[config.mk]
export PLATFORM = sky130hd
export DESIGN_NAME = tdm_adv_tx
export DESIGN_NICKNAME = d
export VERILOG_FILES = /design/src/rtl/tdm_adv_pkg.sv /design/src/rtl/tdm_adv_cfg.sv /design/src/rtl/tdm_adv_timer.sv /design/src/rtl/tdm_adv_shifter.sv /design/src/rtl/tdm_adv_tx.sv
export SDC_FILE = /design/constraint.sdc
export NUM_CORES = 1
export LEC_CHECK = 0
export BUFFER_PORTS_ARGS = -buffer_cell sky130_fd_sc_hd__clkbuf_2
export CORE_MARGIN = 8
export CORE_UTILIZATION = 50
export CTS_BUF_LIST = sky130_fd_sc_hd__clkbuf_16
export CTS_CLUSTER_SIZE = 14
export DETAILED_ROUTE_END_ITERATION = 10
export PLACE_DENSITY = 0.71
export SLEW_MARGIN = 15
export SYNTH_ARGS = -nofsm -noshare
export SYNTH_HDL_FRONTEND = slang
export SYNTH_HIERARCHICAL = 1
export SYNTH_SLANG_ARGS = --single-unit
[constraint.sdc]
create_clock -name clk -period 4.44 [get_ports clk]
set_clock_uncertainty 0.05 [all_clocks]
set_input_delay 0.444 -clock clk [delete_from_list [all_inputs] [get_ports clk]]
set_output_delay 0.444 -clock clk [all_outputs]
set_load 0.01 [all_outputs]
[src/rtl/tdm_adv_pkg.sv]
package tdm_adv_pkg;

   typedef enum logic [2:0] {
      RATE_2M  = 3'd0,
      RATE_4M  = 3'd1,
      RATE_8M  = 3'd2,
      RATE_16M = 3'd3,
      RATE_32M = 3'd4
   } rate_e;

   // Selector values above the fastest rate fold onto it
   function automatic rate_e rate_decode(input logic [2:0] sel);
      if (sel >= 3'd4) return RATE_32M;
      return rate_e'(sel);
   endfunction

   // log2 of cycles per bit; the fastest rate uses fast_log
   function automatic int bit_log(input rate_e r, input int fast_log);
      return fast_log + 4 - int'(r);
   endfunction

   function automatic int adv_cycles(input int code, input rate_e r,
                                     input int slow_step, input int fast_step);
      return code * ((r == RATE_32M) ? fast_step : slow_step);
   endfunction

endpackage

[src/rtl/tdm_adv_cfg.sv]
module tdm_adv_cfg
   import tdm_adv_pkg::*;
#(
   parameter int REG_W     = 16,
   parameter int CODE_W    = 2,
   parameter int ADV_W     = 3,
   parameter int SLOW_STEP = 2,
   parameter int FAST_STEP = 1
) (
   input  logic              clk,
   input  logic              rst_n,
   input  logic              fp_i,
   input  logic [2:0]        rate_sel,
   input  logic              cfg_we,
   input  logic [REG_W-1:0]  cfg_wdata,
   output logic [CODE_W-1:0] code_pend,
   output logic [CODE_W-1:0] code_cur,
   output rate_e             rate_cur,
   output rate_e             rate_nxt,
   output logic [ADV_W-1:0]  adv_load
);

   rate_e rate_in;
   logic  unused_rsvd;

   assign rate_in     = rate_decode(rate_sel);
   assign rate_nxt    = fp_i ? rate_in : rate_cur;
   // the advance loaded at a pulse uses the code pending before this edge
   assign adv_load    = ADV_W'(adv_cycles(int'(code_pend), rate_in, SLOW_STEP, FAST_STEP));
   assign unused_rsvd = ^cfg_wdata[REG_W-1:CODE_W];

   always_ff @(posedge clk) begin
      if (!rst_n) begin
         code_pend <= '0;
         code_cur  <= '0;
         rate_cur  <= RATE_2M;
      end else begin
         if (cfg_we) code_pend <= cfg_wdata[CODE_W-1:0];
         if (fp_i) begin
            code_cur <= code_pend;
            rate_cur <= rate_in;
         end
      end
   end

endmodule

[src/rtl/tdm_adv_timer.sv]
module tdm_adv_timer #(
   parameter int POS_W = 14,
   parameter int ADV_W = 3
) (
   input  logic             clk,
   input  logic             rst_n,
   input  logic             fp_i,
   input  logic [ADV_W-1:0] adv_load,
   output logic [POS_W-1:0] pos_nxt,
   output logic [POS_W-1:0] pos_q
);

   // frame length is a power of two, so plain increment wraps
   assign pos_nxt = fp_i ? POS_W'(adv_load) : pos_q + POS_W'(1);

   always_ff @(posedge clk) begin
      if (!rst_n) pos_q <= '0;
      else        pos_q <= pos_nxt;
   end

endmodule

[src/rtl/tdm_adv_shifter.sv]
module tdm_adv_shifter
   import tdm_adv_pkg::*;
#(
   parameter int POS_W     = 14,
   parameter int FRAME_CYC = 16384,
   parameter int FAST_LOG  = 2,
   parameter int BYTE_W    = 8,
   parameter int CH_W      = 9
) (
   input  logic              clk,
   input  logic              rst_n,
   input  logic              fp_i,
   input  logic [POS_W-1:0]  pos_q,
   input  logic [POS_W-1:0]  pos_nxt,
   input  rate_e             rate_cur,
   input  rate_e             rate_nxt,
   input  logic [BYTE_W-1:0] byte_data,
   output logic              byte_req,
   output logic [CH_W-1:0]   byte_chan,
   output logic              ser_o
);

   localparam int BYTE_LOG = $clog2(BYTE_W);

   function automatic logic [POS_W-1:0] low_mask(input int n);
      return (POS_W'(1) << n) - POS_W'(1);
   endfunction

   int                bl_cur, bl_nxt, byl_cur, byl_nxt;
   logic [POS_W-1:0]  chan_full, chan_mask;
   logic              load_c, shift_c, req_d;
   logic [BYTE_W-1:0] hold_q, sh_q;

   always_comb begin
      bl_cur  = bit_log(rate_cur, FAST_LOG);
      bl_nxt  = bit_log(rate_nxt, FAST_LOG);
      byl_cur = bl_cur + BYTE_LOG;
      byl_nxt = bl_nxt + BYTE_LOG;
   end

   // request at the start of the last bit of the current byte
   assign byte_req  = (pos_q & low_mask(byl_cur)) == (POS_W'(BYTE_W - 1) << bl_cur);
   assign chan_full = (pos_q >> byl_cur) + POS_W'(1);
   assign chan_mask = POS_W'(FRAME_CYC - 1) >> byl_cur;
   assign byte_chan = CH_W'(chan_full & chan_mask);

   assign load_c  = fp_i || ((pos_nxt & low_mask(byl_nxt)) == '0);
   assign shift_c = (pos_nxt & low_mask(bl_nxt)) == '0;

   always_ff @(posedge clk) begin
      if (!rst_n) begin
         req_d  <= 1'b0;
         hold_q <= '0;
         sh_q   <= '0;
      end else begin
         req_d <= byte_req;
         if (req_d) hold_q <= byte_data;
         if (load_c)       sh_q <= hold_q;
         else if (shift_c) sh_q <= {sh_q[BYTE_W-2:0], 1'b0};
      end
   end

   assign ser_o = sh_q[BYTE_W-1];

endmodule

[src/rtl/tdm_adv_tx.sv]
module tdm_adv_tx
   import tdm_adv_pkg::*;
#(
   parameter int FRAME_CYC = 16384,
   parameter int FAST_CPB  = 4,
   parameter int BYTE_W    = 8,
   parameter int REG_W     = 16,
   parameter int CODE_W    = 2,
   parameter int SLOW_STEP = 2,
   parameter int FAST_STEP = 1,
   localparam int POS_W    = $clog2(FRAME_CYC),
   localparam int FAST_LOG = $clog2(FAST_CPB),
   localparam int CH_W     = POS_W - FAST_LOG - $clog2(BYTE_W)
) (
   input  logic              clk,
   input  logic              rst_n,
   input  logic              fp_i,
   input  logic [2:0]        rate_sel,
   input  logic              cfg_we,
   input  logic [REG_W-1:0]  cfg_wdata,
   output logic              byte_req,
   output logic [CH_W-1:0]   byte_chan,
   input  logic [BYTE_W-1:0] byte_data,
   output logic              ser_o
);

   localparam int MAX_CODE = (1 << CODE_W) - 1;
   localparam int MAX_STEP = (SLOW_STEP > FAST_STEP) ? SLOW_STEP : FAST_STEP;
   localparam int ADV_W    = $clog2(MAX_CODE * MAX_STEP + 1);

   generate
      if ((FRAME_CYC & (FRAME_CYC - 1)) != 0) begin : g_bad_frame
         $error("frame length must be a power of two");
      end
      if ((FAST_CPB & (FAST_CPB - 1)) != 0 || (BYTE_W & (BYTE_W - 1)) != 0) begin : g_bad_pow
         $error("cycles per bit and byte width must be powers of two");
      end
      if (FRAME_CYC < BYTE_W * (FAST_CPB << 4)) begin : g_bad_len
         $error("frame too short for one byte at the slowest rate");
      end
      if (MAX_CODE * FAST_STEP >= FAST_CPB || MAX_CODE * SLOW_STEP >= 2 * FAST_CPB) begin : g_bad_adv
         $error("advance must stay inside the first bit");
      end
      if (CODE_W >= REG_W) begin : g_bad_reg
         $error("code field wider than register");
      end
   endgenerate

   logic [CODE_W-1:0] code_pend, code_cur;
   rate_e             rate_cur, rate_nxt;
   logic [ADV_W-1:0]  adv_load;
   logic [POS_W-1:0]  pos_q, pos_nxt;

   tdm_adv_cfg #(
      .REG_W(REG_W), .CODE_W(CODE_W), .ADV_W(ADV_W),
      .SLOW_STEP(SLOW_STEP), .FAST_STEP(FAST_STEP)
   ) u_cfg (
      .clk(clk), .rst_n(rst_n), .fp_i(fp_i), .rate_sel(rate_sel),
      .cfg_we(cfg_we), .cfg_wdata(cfg_wdata),
      .code_pend(code_pend), .code_cur(code_cur),
      .rate_cur(rate_cur), .rate_nxt(rate_nxt), .adv_load(adv_load)
   );

   tdm_adv_timer #(.POS_W(POS_W), .ADV_W(ADV_W)) u_timer (
      .clk(clk), .rst_n(rst_n), .fp_i(fp_i), .adv_load(adv_load),
      .pos_nxt(pos_nxt), .pos_q(pos_q)
   );

   tdm_adv_shifter #(
      .POS_W(POS_W), .FRAME_CYC(FRAME_CYC), .FAST_LOG(FAST_LOG),
      .BYTE_W(BYTE_W), .CH_W(CH_W)
   ) u_shift (
      .clk(clk), .rst_n(rst_n), .fp_i(fp_i), .pos_q(pos_q), .pos_nxt(pos_nxt),
      .rate_cur(rate_cur), .rate_nxt(rate_nxt), .byte_data(byte_data),
      .byte_req(byte_req), .byte_chan(byte_chan), .ser_o(ser_o)
   );

endmodule

======== After elaboration in Yosys (flattened, before gate mapping) ========
Index checks and enable logic that the tools add are counted.
operators by class
  $add $sub $neg .......................... 9
  multiply operators ...................... 1
  divide/modulo/power cells ............... 0
  magnitude comparators ................... 1
  equality and inequality tests ........... 2
  shifts and indexed selects .............. 6
  multiplexer cells ....................... 8
  bitwise logic cells ..................... 4
  reductions and logical operators ........ 4
operator list
  operator                                                               count
  1-bit by 32-bit << shifter with 14-bit output (first input constant)   3
  32-bit by 3-bit adder with 32-bit output (second input constant)       2
  14-bit AND                                                             3
  14-bit by 2-bit subtractor with 14-bit output (second input constant)  3
  3-bit by 32-bit multiplier with 3-bit output                           1
  3-bit by 32-bit << shifter with 14-bit output (first input constant)   1
  14-bit by 32-bit >> shifter with 9-bit output                          1
  14-bit by 32-bit >> shifter with 9-bit output (first input constant)   1
  14-bit logical NOT                                                     2
  8-bit 2-to-1 mux                                                       2
  14-bit by 1-bit adder with 14-bit output (second input constant)       1
  14-bit == test                                                         1
  14-bit 2-to-1 mux                                                      1
  9-bit by 1-bit adder with 9-bit output (second input constant)         1
  9-bit AND                                                              1
  3-bit 2-to-1 mux                                                       3
  3-bit by 3-bit subtractor with 4-bit output (first input constant)     2
  3-bit == test (second input constant)                                  1
  3-bit >= comparator (second input constant)                            1
  2-bit 2-to-1 mux                                                       1
  2-bit nonzero test                                                     1
  1-bit logical OR                                                       1
  1-bit 2-to-1 mux                                                       1
word-level totals
  bits in registers ....................... 36
  latch bits .............................. 0
  RAM bits ................................ 0
  ROM bits ................................ 0
  output and inout bits ................... 11
  word-level logic and storage cells ...... 41
  memories ................................ 0

======== Logic depth before layout (Yosys ltp) ========
  word-level depth ........................ 12
  gate-level depth with buffers ........... 19

======== Cells and area by module ========
The synthesis kept the hierarchy.
by module, submodules not included
  module           times used  cells an instance  area an instance (um2)  sequential area each (um2)
  tdm_adv_shifter  1           502                3565.9                  340.3
  tdm_adv_timer    1           101                832.0                   280.3
  tdm_adv_cfg      1           31                 321.6                   140.1

======== Least setup slack after synthesis ========
OpenSTA, ideal clock, no wires.
  path type ............................... flip-flop to output port
  from .................................... register u_cfg.rate_cur[0]
  to ...................................... output byte_req
  arrival ................................. 4024 ps
  required time ........................... 3946 ps
  path slack .............................. -78 ps
  cell stages (with the launch flop) ...... 18
  cell sequence ........................... dfxtp_1 inv_1 clkbuf_1 ha_1 buf_2 or3_1 o21a_1 a31oi_1 nand3_1 ha_1 nor2b_1 nor2_1 mux2i_1 o2111ai_1 or4_1 a311oi_1 nand3_1 nor2_1
between the ends
  word-level cells in the longest chain between the ends .. 6
  elaborated cells between the ends (all ways) .. 7
RTL lines
  element                                          RTL line               source
  from (decl)                                      tdm_adv_cfg.sv:18      output rate_e rate_cur,
  from (signal assigned)                           tdm_adv_cfg.sv:41      rate_cur <= rate_in;
  3-bit by 3-bit subtractor with 4-bit output (*)  tdm_adv_pkg.sv:19      return fast_log + 4 - int'(r);
  32-bit by 3-bit adder with 32-bit output         tdm_adv_shifter.sv:37  byl_cur = bl_cur + BYTE_LOG;
  1-bit by 32-bit << shifter with 14-bit output    tdm_adv_shifter.sv:26  return (POS_W'(1) << n) - POS_W'(1);
  14-bit by 2-bit subtractor with 14-bit output    tdm_adv_shifter.sv:26
  14-bit AND                                       tdm_adv_shifter.sv:42  assign byte_req = (pos_q & low_mask(byl_cur)) == (POS_W'(BYTE_W - 1) << bl_cur);
  14-bit == test (*)                               tdm_adv_shifter.sv:42
  to (decl)                                        tdm_adv_tx.sv:21       output logic byte_req,
Mark *: on every way between the ends. The rest lies on a longest branch, timed or not.

======== Worst setup path after layout ========
Ends and elaborated chain as after synthesis.

==> results.toml <==
[finish]
drive_above_1_share_pct = 19.15
final_area_sq_mm = 0.005180
final_nets = 697
antenna_cells = 0
fill_cells = 894
regArea_sq_um = 724.4
synthToLayoutAreaGrowth_pct = 11.47
multi_input_area_sq_mm = 0.003680

[sta]
setup_tns_ns = 0
slew_violations = 0
hold_viol = 0
setup_viol = 0
final.period_utilization_pct = 95.46
slew_headroom_pct = 34.77
rsz0062_at_grt = "false"
worst_pin_slew_ns = 0.9755
max_freq_mhz = 235.9
fin_crit_ns = 4.239

[synth]
synth.net_count = 668
postSynthCellCount = 628
ys_warn_count = 6
syn_area_per_cell_sq_um = 7.400
syn_area_sq_mm = 0.004647

[floorplan]
die_width_um = 112.4
num_rows = 35
floorplan.initialDensity_pct = 51.02
die_y_um = 112.4
pin_count = 42
coreArea_sq_mm = 0.009109
die-area_sq_mm = 0.01263

[run_status]
status = "finished, final reports clean"

[worst_setup_path]
criticalPathCategory = "flop to output port"
r2r_start = "u_timer/pos_q[3]$_SDFF_PN0_"
cp-start-kind = "flop"
critPathArrivalTime_ns = 3.74
worstPathRequired_ns = 3.95
cp_max_fo = 5
regToRegEndpoint = "u_shift/sh_q[1]$_SDFFE_PN0P_"
r2r_cells = 11
setup.reg_to_reg.worst_slack_ns = 0.58
worst_setup_path_end_kind = "output port"

[placement]
io_buffers = 27
gp_congestion = 0.9577
dp_hpwl_mm = 10.48
placed_cell_area_sq_mm = 0.004951

[route]
final_antenna_net_count = 0
vias = 4885
drt_wl_total_mm = 14.15
vias_per_cell = 6.352
drc = 0
wl_per_cell_um = 18.40
dr.first_iter.drc_count = 315
dr.pass1.iters = 5

[hold_path]
min_path_cells = 3
worstHoldStart = "rate_sel[0]"
hold_path.class = "primary input to flop"
worstHoldEndpoint = "u_cfg/rate_cur[0]$_SDFF_PN0_"

[global_route]
grt_max_degree = 43
gr-total-overflow = 0
grtUsageTotal_pct = 22.29
grt_pass1_vias = 4765
antenna_found_initial = 0
grt_pass1_wl_mm = 23.47

[power]
powerDensity_mw_per_mm2 = 207.7
ir_drop_uv = 162.6
p_leak_nw = 2.061

[clocking]
cts_max_path_buffers = 2
path_clk_slew_ns = 0.06
cts_htree_levels = 2
cts.sinks = 36
tritoncts = "built"
cts_root_buf = "clkbuf_16"
cts_hold_buf = 0
cts_buffers = 5
clk_latency_ns = 0.28

[flow_run]
cap_viol_max_count = 0
worst max-delay path, cell delays in order, from the launching register on:
cell	delay, ns
dfxtp_4	0.36
inv_1	0.07
ha_4	0.26
or2_2	0.33
a21o_1	0.19
a31oi_2	0.18
nand3_1	0.10
ha_1	0.30
nor2b_2	0.16
nor2_1	0.06
mux2i_1	0.14
o2111ai_1	0.13
or4_4	0.54
a311oi_2	0.22
nand3_2	0.13
nor2_2	0.13
clkbuf_2	0.15
registers in the layout, summed over array words and instances, names as in the netlist:
register / cells
u_cfg/code_pend: 2
u_shift/hold_q: 8
u_shift/sh_q: 8
u_timer/pos_q: 14
u_shift/req_d: 1
u_cfg/rate_cur: 3
through the flow:
step           utilization [%]  cells  setup slack, ns  hold WS (ns)  power (mW)
2_1_floorplan                -    628         0.004273        0.3777      0.6158
3_3_place_gp             54.35    758           0.2317        0.3940      0.7124
3_5_place_dp             54.35    758           0.1914        0.4069      0.7172
4_1_cts                  56.20    766          0.08004        0.3694       1.074
5_1_grt                  56.87    769          0.01178        0.3732       1.135
6_report                 56.87    769           0.2015        0.3658       1.076
placed cells by master (no fill, tap or decap), drive strengths merged, types with 9 or more instances in the layout:
cell    count
a211oi     10
a21oi      42
and2       11
buf        38
clkbuf     32
dfxtp      36
ha          9
inv        15
mux2       14
mux2i      41
nand2      75
nand2b     20
nand3      17
nor2       47
nor2b      25
nor3       14
o21ai      38
xnor2      13
xor2       11
repair_timing:
item / CTS / global route
buffers inserted: 0 / 3
endpoints found under the hold margin: 0 / 0
setup endpoints to repair: 1 / 2
pin swaps: 1 / 3
gates resized for setup: 4 / 8
how the worst max path moves through the flow:
stage                            startpoint       end  slack [ns]  depth (start not counted)
2_1_floorplan  u_cfg/rate_cur[0]$_SDFF_PN0_  byte_req       0.004                         17
3_3_place_gp   u_cfg/rate_cur[0]$_SDFF_PN0_  byte_req        0.23                         16
3_5_place_dp   u_cfg/rate_cur[0]$_SDFF_PN0_  byte_req        0.19                         16
4_1_cts        u_cfg/rate_cur[0]$_SDFF_PN0_  byte_req        0.08                         16
5_1_grt        u_cfg/rate_cur[0]$_SDFF_PN0_  byte_req        0.01                         16
6_report       u_cfg/rate_cur[0]$_SDFF_PN0_  byte_req        0.20                         16
report_power, final:
group          switching, mW  internal [mW]
Clock                  0.142          0.209
Sequential           0.00723          0.331
Combinational          0.226          0.160
Total                  0.376          0.700
metal layers:
layer / GRT usage (%) / vias up / wire, um
met1: 26.96 / 2266 / 5792
li1: - / 2374 / -
met3: 2.523 / 43 / 956
met4: 10.70 / 0 / 569
met5: 0 / - / 0
met2: 38.46 / 202 / 6833
area by class of cell:
cell class	instances	share of cell area, %
well taps	111	2.681
repair buffers	65	8.188
flip-flops and latches	36	13.99
clock inverters	3	0.4589
clock buffers	5	2.415
multi-input cells	533	71.04
inverters	16	1.232
Note: power is estimated with default switching activity, not from simulation.
